### config.mk
export PLATFORM = sky130hd
export DESIGN_NAME = grp_irq_agg
export DESIGN_NICKNAME = d
export VERILOG_FILES = /design/src/rtl/grp_irq_pkg.sv /design/src/rtl/grp_req_bank.sv /design/src/rtl/grp_irq_lane.sv /design/src/rtl/grp_reg_port.sv /design/src/rtl/grp_irq_agg.sv
export SDC_FILE = /design/constraint.sdc
export NUM_CORES = 1
export LEC_CHECK = 0
export BUFFER_PORTS_ARGS = -buffer_cell sky130_fd_sc_hd__buf_4
export CORE_UTILIZATION = 49
export DETAILED_ROUTE_END_ITERATION = 8
export GPL_TIMING_DRIVEN = 0
export PLACE_DENSITY = 0.86
export SYNTH_ARGS = -nofsm -noshare
export SYNTH_HDL_FRONTEND = slang
export SYNTH_HIERARCHICAL = 1
export SYNTH_SLANG_ARGS = --single-unit
### constraint.sdc
create_clock -name clk -period 1.4 [get_ports clk]
set_input_delay 0.14 -clock clk [delete_from_list [all_inputs] [get_ports clk]]
set_output_delay 0.14 -clock clk [all_outputs]
set_load 0.02 [all_outputs]
### src/rtl/grp_irq_pkg.sv
`timescale 1ns/1ps
package grp_irq_pkg;

   // low two address bits select the register inside a group
   typedef enum logic [1:0] {
      SEL_REQ  = 2'd0,
      SEL_EN   = 2'd1,
      SEL_CTL  = 2'd2,
      SEL_NONE = 2'd3
   } reg_sel_e;

   localparam int SEL_W = 2;

   // address width needed for a group index
   function automatic int grp_idx_w(input int n);
      return (n > 1) ? $clog2(n) : 1;
   endfunction

endpackage

### src/rtl/grp_req_bank.sv
`timescale 1ns/1ps
module grp_req_bank #(
   parameter int SRC_W = 7
) (
   input  logic             clk,
   input  logic             rst,
   input  logic [SRC_W-1:0] evt_i,
   input  logic             wr_i,
   input  logic [SRC_W-1:0] keep_i,
   output logic [SRC_W-1:0] req_o
);

   logic [SRC_W-1:0] req_q;
   logic [SRC_W-1:0] req_d;

   // software may only clear; a same-cycle event re-sets the bit
   always_comb begin
      if (wr_i) req_d = (req_q & keep_i) | evt_i;
      else      req_d = req_q | evt_i;
   end

   always_ff @(posedge clk) begin
      if (rst) req_q <= '0;
      else     req_q <= req_d;
   end

   assign req_o = req_q;

   for (genvar b = 0; b < SRC_W; b++) begin : g_bit_chk
      AST_REQ_ONLY_SW_CLEAR: assert property (@(posedge clk) disable iff (rst)
         $fell(req_q[b]) |-> $past(wr_i && !keep_i[b]));
      AST_EVT_LATCHED: assert property (@(posedge clk) disable iff (rst)
         evt_i[b] |=> req_q[b]);
      AST_WRITE_NO_SET: assert property (@(posedge clk) disable iff (rst)
         $rose(req_q[b]) |-> $past(evt_i[b]));
   end

endmodule

### src/rtl/grp_irq_lane.sv
`timescale 1ns/1ps
module grp_irq_lane #(
   parameter  int SRC_W          = 7,
   parameter  bit SET_OVER_CLEAR = 1'b1,
   localparam int DATA_W         = SRC_W + 1
) (
   input  logic              clk,
   input  logic              rst,
   input  logic [SRC_W-1:0]  req_i,
   input  logic              en_wr_i,
   input  logic              ctl_wr_i,
   input  logic [DATA_W-1:0] wdata_i,
   input  logic              ack_i,
   output logic [DATA_W-1:0] en_o,
   output logic              ir_o
);

   logic             use_q;
   logic [SRC_W-1:0] src_en_q;
   logic             comb;
   logic             comb_q;
   logic             rise;
   logic             clr;
   logic             ir_d;
   logic             ir_q;

   always_ff @(posedge clk) begin
      if (rst) begin
         use_q    <= 1'b0;
         src_en_q <= '0;
      end else if (en_wr_i) begin
         use_q    <= wdata_i[0];
         src_en_q <= wdata_i[DATA_W-1:1];
      end
   end

   assign comb = use_q & (|(req_i & src_en_q));
   assign rise = comb & ~comb_q;
   assign clr  = ack_i | (ctl_wr_i & ~wdata_i[0]);

   // priority between a fresh edge and a clear in the same cycle
   if (SET_OVER_CLEAR) begin : g_set_wins
      assign ir_d = rise | (ir_q & ~clr);
   end else begin : g_clr_wins
      assign ir_d = (rise | ir_q) & ~clr;
   end

   always_ff @(posedge clk) begin
      if (rst) begin
         comb_q <= 1'b0;
         ir_q   <= 1'b0;
      end else begin
         comb_q <= comb;
         ir_q   <= ir_d;
      end
   end

   assign en_o = {src_en_q, use_q};
   assign ir_o = ir_q;

   AST_IR_FROM_EDGE: assert property (@(posedge clk) disable iff (rst)
      $rose(ir_q) |-> $past(comb && !comb_q));
   AST_NO_USE_NO_IRQ: assert property (@(posedge clk) disable iff (rst)
      !use_q |=> !$rose(ir_q));
   AST_NO_RETRIGGER: assert property (@(posedge clk) disable iff (rst)
      (comb_q && comb && !ir_q) |=> !ir_q);
   AST_IR_CLEARS: assert property (@(posedge clk) disable iff (rst)
      (ir_q && clr && !rise) |=> !ir_q);
   AST_IR_HOLDS: assert property (@(posedge clk) disable iff (rst)
      (ir_q && !clr) |=> ir_q);
   AST_USE_EN_SPLIT: assert property (@(posedge clk) disable iff (rst)
      en_wr_i |-> !((wdata_i[0] != use_q) &&
                    (wdata_i[DATA_W-1:1] != src_en_q)));

endmodule

### src/rtl/grp_reg_port.sv
`timescale 1ns/1ps
module grp_reg_port
   import grp_irq_pkg::*;
#(
   parameter  int NUM_GRP = 5,
   parameter  int SRC_W   = 7,
   localparam int DATA_W  = SRC_W + 1,
   localparam int GRP_AW  = grp_idx_w(NUM_GRP),
   localparam int ADDR_W  = GRP_AW + SEL_W
) (
   input  logic                      clk,
   input  logic                      rst,
   input  logic [ADDR_W-1:0]         addr_i,
   input  logic                      we_i,
   input  logic [NUM_GRP*SRC_W-1:0]  req_flat_i,
   input  logic [NUM_GRP*DATA_W-1:0] en_flat_i,
   input  logic [NUM_GRP-1:0]        ir_i,
   output logic [NUM_GRP-1:0]        wr_req_o,
   output logic [NUM_GRP-1:0]        wr_en_o,
   output logic [NUM_GRP-1:0]        wr_ctl_o,
   output logic [DATA_W-1:0]         rdata_o
);

   reg_sel_e          sel;
   logic [GRP_AW-1:0] gidx;

   assign sel  = reg_sel_e'(addr_i[SEL_W-1:0]);
   assign gidx = addr_i[ADDR_W-1:SEL_W];

   for (genvar g = 0; g < NUM_GRP; g++) begin : g_strobe
      logic hit;
      assign hit         = we_i && (gidx == GRP_AW'(g));
      assign wr_req_o[g] = hit && (sel == SEL_REQ);
      assign wr_en_o[g]  = hit && (sel == SEL_EN);
      assign wr_ctl_o[g] = hit && (sel == SEL_CTL);
   end

   always_comb begin
      rdata_o = '0;
      for (int g = 0; g < NUM_GRP; g++) begin
         if (gidx == GRP_AW'(g)) begin
            case (sel)
               SEL_REQ: rdata_o = {req_flat_i[g*SRC_W +: SRC_W], 1'b0};
               SEL_EN:  rdata_o = en_flat_i[g*DATA_W +: DATA_W];
               SEL_CTL: rdata_o = DATA_W'(ir_i[g]);
               default: rdata_o = '0;
            endcase
         end
      end
   end

   AST_ONE_TARGET: assert property (@(posedge clk) disable iff (rst)
      $onehot0({wr_req_o, wr_en_o, wr_ctl_o}));
   AST_NO_STROBE_IDLE: assert property (@(posedge clk) disable iff (rst)
      !we_i |-> ({wr_req_o, wr_en_o, wr_ctl_o} == '0));

endmodule

### src/rtl/grp_irq_agg.sv
`timescale 1ns/1ps
module grp_irq_agg
   import grp_irq_pkg::*;
#(
   parameter  int NUM_GRP        = 5,
   parameter  int SRC_W          = 7,
   parameter  int VEC_W          = 8,
   parameter  int VEC_BASE       = 44,
   parameter  bit SET_OVER_CLEAR = 1'b1,
   localparam int DATA_W         = SRC_W + 1,
   localparam int GRP_AW         = grp_idx_w(NUM_GRP),
   localparam int ADDR_W         = GRP_AW + SEL_W,
   localparam int EVT_W          = NUM_GRP * SRC_W
) (
   input  logic                     clk,
   input  logic                     rst,
   input  logic [EVT_W-1:0]         evt_i,
   input  logic [NUM_GRP-1:0]       ack_i,
   input  logic [ADDR_W-1:0]        reg_addr_i,
   input  logic                     reg_we_i,
   input  logic [DATA_W-1:0]        reg_wdata_i,
   output logic [DATA_W-1:0]        reg_rdata_o,
   output logic [NUM_GRP-1:0]       irq_o,
   output logic [NUM_GRP*VEC_W-1:0] irq_vec_o
);

   // elaboration-time parameter checks
   if (NUM_GRP < 1) begin : g_bad_grp
      $error("NUM_GRP must be at least 1");
   end
   if (SRC_W < 1 || SRC_W > 31) begin : g_bad_src
      $error("SRC_W must lie in 1..31");
   end
   if (VEC_W < 1 || VEC_W > 16) begin : g_bad_vw
      $error("VEC_W must lie in 1..16");
   end
   if (VEC_BASE < 0 || (VEC_BASE + NUM_GRP - 1) >= (1 << VEC_W)) begin : g_bad_vec
      $error("vector numbers do not fit in VEC_W bits");
   end

   logic [NUM_GRP*SRC_W-1:0]  req_flat;
   logic [NUM_GRP*DATA_W-1:0] en_flat;
   logic [NUM_GRP-1:0]        ir_vec;
   logic [NUM_GRP-1:0]        wr_req;
   logic [NUM_GRP-1:0]        wr_en;
   logic [NUM_GRP-1:0]        wr_ctl;

   grp_reg_port #(
      .NUM_GRP (NUM_GRP),
      .SRC_W   (SRC_W)
   ) u_port (
      .clk        (clk),
      .rst        (rst),
      .addr_i     (reg_addr_i),
      .we_i       (reg_we_i),
      .req_flat_i (req_flat),
      .en_flat_i  (en_flat),
      .ir_i       (ir_vec),
      .wr_req_o   (wr_req),
      .wr_en_o    (wr_en),
      .wr_ctl_o   (wr_ctl),
      .rdata_o    (reg_rdata_o)
   );

   for (genvar g = 0; g < NUM_GRP; g++) begin : g_grp
      logic [SRC_W-1:0] req_g;

      grp_req_bank #(
         .SRC_W (SRC_W)
      ) u_req (
         .clk    (clk),
         .rst    (rst),
         .evt_i  (evt_i[g*SRC_W +: SRC_W]),
         .wr_i   (wr_req[g]),
         .keep_i (reg_wdata_i[DATA_W-1:1]),
         .req_o  (req_g)
      );

      grp_irq_lane #(
         .SRC_W          (SRC_W),
         .SET_OVER_CLEAR (SET_OVER_CLEAR)
      ) u_lane (
         .clk      (clk),
         .rst      (rst),
         .req_i    (req_g),
         .en_wr_i  (wr_en[g]),
         .ctl_wr_i (wr_ctl[g]),
         .wdata_i  (reg_wdata_i),
         .ack_i    (ack_i[g]),
         .en_o     (en_flat[g*DATA_W +: DATA_W]),
         .ir_o     (ir_vec[g])
      );

      assign req_flat[g*SRC_W +: SRC_W]  = req_g;
      assign irq_vec_o[g*VEC_W +: VEC_W] = VEC_W'(VEC_BASE + g);
   end

   assign irq_o = ir_vec;

   AST_RESET_QUIET: assert property (@(posedge clk)
      $past(rst) |-> (irq_o == '0));

endmodule

# After elaboration in Yosys (flattened, before gate mapping)
# Index checks and enable logic that the tools add are counted.
[totals] register_bits=85 latchBits=0 ramBits=0 mem_bits_ro=0 inputBits=56 out_inout_bits=53 memories=0
[op_classes] addsub=0 n_mul=0 div_mod_pow=0 n_lt_le_gt_ge=0 eq_ne=6 shift=0 muxes=15 bitwise_logic=61 reduce_logical=27
[ops] op="case mux 8 bit (3 select lines)" count=5
[ops] op="AND 7 bit" count=10
[ops] op="OR 7 bit" count=10
[ops] op="2-to-1 mux 8 bit" count=5
[ops] op="2-to-1 mux 7 bit" count=5
[ops] op="OR reduction 7 bit" count=5
[ops] op="AND 1 bit" count=20
[ops] op="logical AND 1 bit" count=20
[ops] op="NOT 1 bit" count=11
[ops] op="OR 1 bit" count=10
[ops] op="== test 3 x 2 -> 1 bit, second input constant" count=2
[ops] op="== test 3 x 1 -> 1 bit, second input constant" count=1
[ops] op="== test 3 bit, second input constant" count=1
[ops] op="logical NOT 3 bit" count=1
[ops] op="== test 2 x 1 -> 1 bit, second input constant" count=1
[ops] op="== test 2 bit, second input constant" count=1
[ops] op="logical NOT 2 bit" count=1

# Longest topological paths before layout
[depth] ltp_word=8 depth_mapped=8 mapped_depth_nobuf=5

# By module
# The synthesis kept the hierarchy.
[modules_own_cells] module="grp_irq_lane" instances=5 cells_each=38 area_per_inst_um2=389.1 seq_area_each_um2=200.2
[modules_own_cells] module="grp_req_bank" instances=5 cells_each=28 area_per_inst_um2=312.8 seq_area_each_um2=140.1
[modules_own_cells] module="grp_reg_port" instances=1 cells_each=115 area_per_inst_um2=884.6 seq_area_each_um2=0.0
[modules_own_cells] module="grp_irq_agg" instances=1 cells_each=42 area_per_inst_um2=307.8 seq_area_each_um2=0.0

# Least setup slack after synthesis
# Ideal clock, no wire load.
[synth_path] kind="input -> register" from="input reg_addr_i[0]" to="register g_grp[1].u_req.req_q[0]" setup_time_ns=0.117 arrival_time_ns=1.396 slack_ns=-0.114 stages=5 path_buffers=1 path_cell_list="buf_2 or3b_2 nor3_1 nor3b_2 nor3_2"
[synth_between] elab_chain_cells=3
[synth_lines] element="start: declaration" line="grp_irq_agg.sv:19" text="input logic [ADDR_W-1:0] reg_addr_i,"
[synth_lines] element="logical NOT 2 bit" line="grp_reg_port.sv:33" text="assign wr_req_o[g] = hit && (sel == SEL_REQ);"
[synth_lines] element="logical AND 1 bit" line="grp_reg_port.sv:33"
[synth_lines] element="named net wr_req[1]" line="grp_irq_agg.sv:44" text="logic [NUM_GRP-1:0] wr_req;"
[synth_lines] element="2-to-1 mux 7 bit" line="grp_req_bank.sv:18" text="if (wr_i) req_d = (req_q & keep_i) | evt_i;"
[synth_lines] element="end signal: assignment" line="grp_req_bank.sv:24" text="else req_q <= req_d;"
[synth_lines] element="end: declaration" line="grp_req_bank.sv:13" text="logic [SRC_W-1:0] req_q;"
# The timed path passes the listed nets, and every way through them passes these cells.
# A chain may end at the register's enable or synchronous reset.

# Worst setup path in the final report
[layout_path] from="register g_grp[1].u_lane.use_q" to="output reg_rdata_o[0]"
[layout_between] elab_chain_cells=5
[layout_lines] element="start: declaration" line="grp_irq_lane.sv:18" text="logic use_q;"
[layout_lines] element="start signal: assignment" line="grp_irq_lane.sv:32" text="use_q <= wdata_i[0];"
[layout_lines] element="case mux 8 bit (3 select lines)" line="grp_reg_port.sv:42" text="case (sel)"
[layout_lines] element="2-to-1 mux 8 bit (4 in a row)" line="grp_reg_port.sv:41" text="if (gidx == GRP_AW'(g)) begin"
[layout_lines] element="end: declaration" line="grp_irq_agg.sv:22" text="output logic [DATA_W-1:0] reg_rdata_o,"
# No other way between the ends.

==> run metrics <==
Mapped Area=4700 µm²; root buf cell=clkbuf_8; final non-filler cell total=746; Core Region=9280 µm²; input/output buffers=66; Post-Synth XOR/XNOR Area=0%; WP data required=1.26 ns; setup TNS=-2.09 ns; Warnings, synthesis=6; DRC marker count from the first detailed-route iteration=349; die height=100 µm; status=complete, but fails checks; Synth top area share=36.2%; Crit. End Element=primary output; num rows=35; share of layout cells above drive strength 1=49.6%; final setup margin=-0.324 ns; slew margin rel.=59.3%; clock sink total=85; cts bufs inserted=9; Post-DP HPWL=8790 µm; residual DRC count=0; # H-tree levels=3; Startpoint Class=register; Final Skew=0.00795 ns; synth-to-layout area growth=34.8%; Final ANT Viol Nets=0; first-pass GRT wire length=20200 µm; total wire length=13700 µm; Skew-Pair Late Insertion Delay=0.36 ns; Die X=100 µm; Antenna diodes=0; total grt overflow=0; worst-path fanout max=2; GRT Util Overall=26.5%; Peak VDD IR=0.583 mV; Hold WS=0.0328 ns; commonest non-fill, non-tap cell in the layout=buf_4; Leak=2.39 nW; detailed-route wire length per cell=18.4 µm; full die area=9990 µm²; crit share post-route=123%; Adder-Cell Fraction of Synth Area=0%; cell area after layout=6340 µm²; vias per cell=5.54; Placed Cells=720; Yosys cell types=39; Hold Crit Class=input port to register; Max Transition Viols Final=0; Maximum Capacitance Violations=0; Post-Synth Simple-Gate Area=26.2%; pin count of the biggest net entering global routing=41; CTS tree=yes; Synth Area in Compound Gates=9.69%; Period minus WS final=1.72 ns; vias in the first global route=3882; RSZ-0062 raised after global routing=yes; failing checks=negative setup slack; Final Power=5.16 mW; cell type with the largest total area after synthesis=dfxtp_1; Final nets=668; maximum count of clock buffers along a single path=2; synth top area cells=dfxtp_1, mux2i_1, nor2_1; Starting Density=50.6%; cts hold-fix bufs=0; critical setup path kind=register to primary output; post-synthesis cell count=487; via count=4135; largest family of logic cells by synthesized area=simple AND/OR/NAND/NOR gates; Detailed Routing Iterations Pass 1=5; sequential area share after synthesis=36.2%; final setup violation count=23; mux cell area share after synthesis=16.6%; Worst Tran Pin Value=0.610 ns; Reg clk slew, reported paths=0.08 ns; final hold vios=0; commonest cells after routing, fill and taps aside=buf_4, nor2_1, mux2i_1; Post-Place Cell Area=5510 µm²; antenna violations before repair=0; Seq cells post-synth=85; arrival time of the worst setup path=1.58 ns; Peak Freq=0.580 GHz; Placer Congestion=1.02; pwr/cell area=813 nW/µm²; Boundary Pins=109; synthesized area per cell=9.66 µm²
==> synthesized netlist by cell type, drive strengths merged <==
cell type  instances
or3b               1
buf               67
a221oi             1
nand2b             5
a21oi              1
mux2               2
a311oi             5
nor3              34
a211oi             5
o31ai              6
or3                1
or2b               1
dfxtp             85
inv               10
or4b               2
conb               2
or4                1
mux4               1
nor2             105
nor3b             30
nand2              4
o32a               1
a222oi             5
or4bb              1
o22ai             13
a21o               1
o211ai             1
clkbuf             1
a32o               5
mux2i             73
nand3b             2
a22oi             13
nor2b              2
==> where the power goes <==
| group | internal, mW | total (mW) | leakage [nW] | switching, mW |
|---|---|---|---|---|
| sequential | 2.50 | 2.59 | 0.708 | 0.0871 |
| clock | 0.744 | 1.58 | 0.0877 | 0.834 |
| combinational | 0.450 | 0.987 | 1.59 | 0.536 |
| total | 3.70 | 5.16 | 2.39 | 1.46 |
==> path summary, 6_finish.rpt <==
| check | from | to | slack (ns) | depth (start not counted) |
|---|---|---|---|---|
| max | g_grp[1].u_lane/use_q | reg_rdata_o[0] | -0.32 | 5 |
| min | evt_i[15] | g_grp[2].u_req/req_o[1] | 0.03 | 3 |
| max reg2reg | g_grp[1].u_lane/src_en_q[5] | g_grp[1].u_lane/ir_o | 0.04 | 4 |
| min reg2reg | g_grp[4].u_lane/comb_q | g_grp[4].u_lane/ir_o | 0.49 | 2 |
==> critical path, cell delays in order (launching register included) <==
cell and delay [ns]:
dfxtp_2 0.33, mux2_4 0.27, a22oi_2 0.18, o22ai_2 0.10
a21o_1 0.20, buf_6 0.14
==> sequential cells by signal, summed over array words and instances, names as in the netlist <==
| signal | cells |
|---|---|
| g_grp.u_lane/src_en_q | 35 |
| g_grp.u_req/req_o | 35 |
| g_grp.u_lane/comb_q | 5 |
| g_grp.u_lane/ir_o | 5 |
| g_grp.u_lane/use_q | 5 |
==> layout make-up <==
cell class	count	area (µm²)
inverter	10	37.5
sequential	85	1740
fill	678	2950
buffer	62	503
timing repair buffer	82	668
clock inverter	1	5.00
clock buffer	15	166
multi-input combinational	362	3050
tap	129	161
==> cell families after synthesis <==
group                  count (synthesis)
AND/OR/NAND/NOR                      189
AO/OA/AOI/OAI                         57
multiplexers                          76
other                                  2
buffers and inverters                 78
flip-flops                            85
==> stage by stage <==
step	util (%)	setup slack, ns
floorplan	-	-0.00769
global placement	59.4	-0.451
detailed placement	59.4	-0.529
CTS	66.2	-0.336
global route	68.3	-0.351
finish	68.3	-0.324
==> metal layers <==
layer	routed length, µm	track usage (%)	vias to the layer above
met2	6760	44.9	227
met5	0	0	-
li1	-	-	1904
met3	1080	5.71	34
met1	5480	32.7	1970
met4	394	11.1	0
==> timing repair <==
item / in CTS / in global routing
setup endpoints to repair: 64 / 43
gates cloned: 0 / 1
pin swaps: 19 / 10
setup buffers: 13 / 2
gates resized for setup: 100 / 35
(Power assumes the default switching activity.)
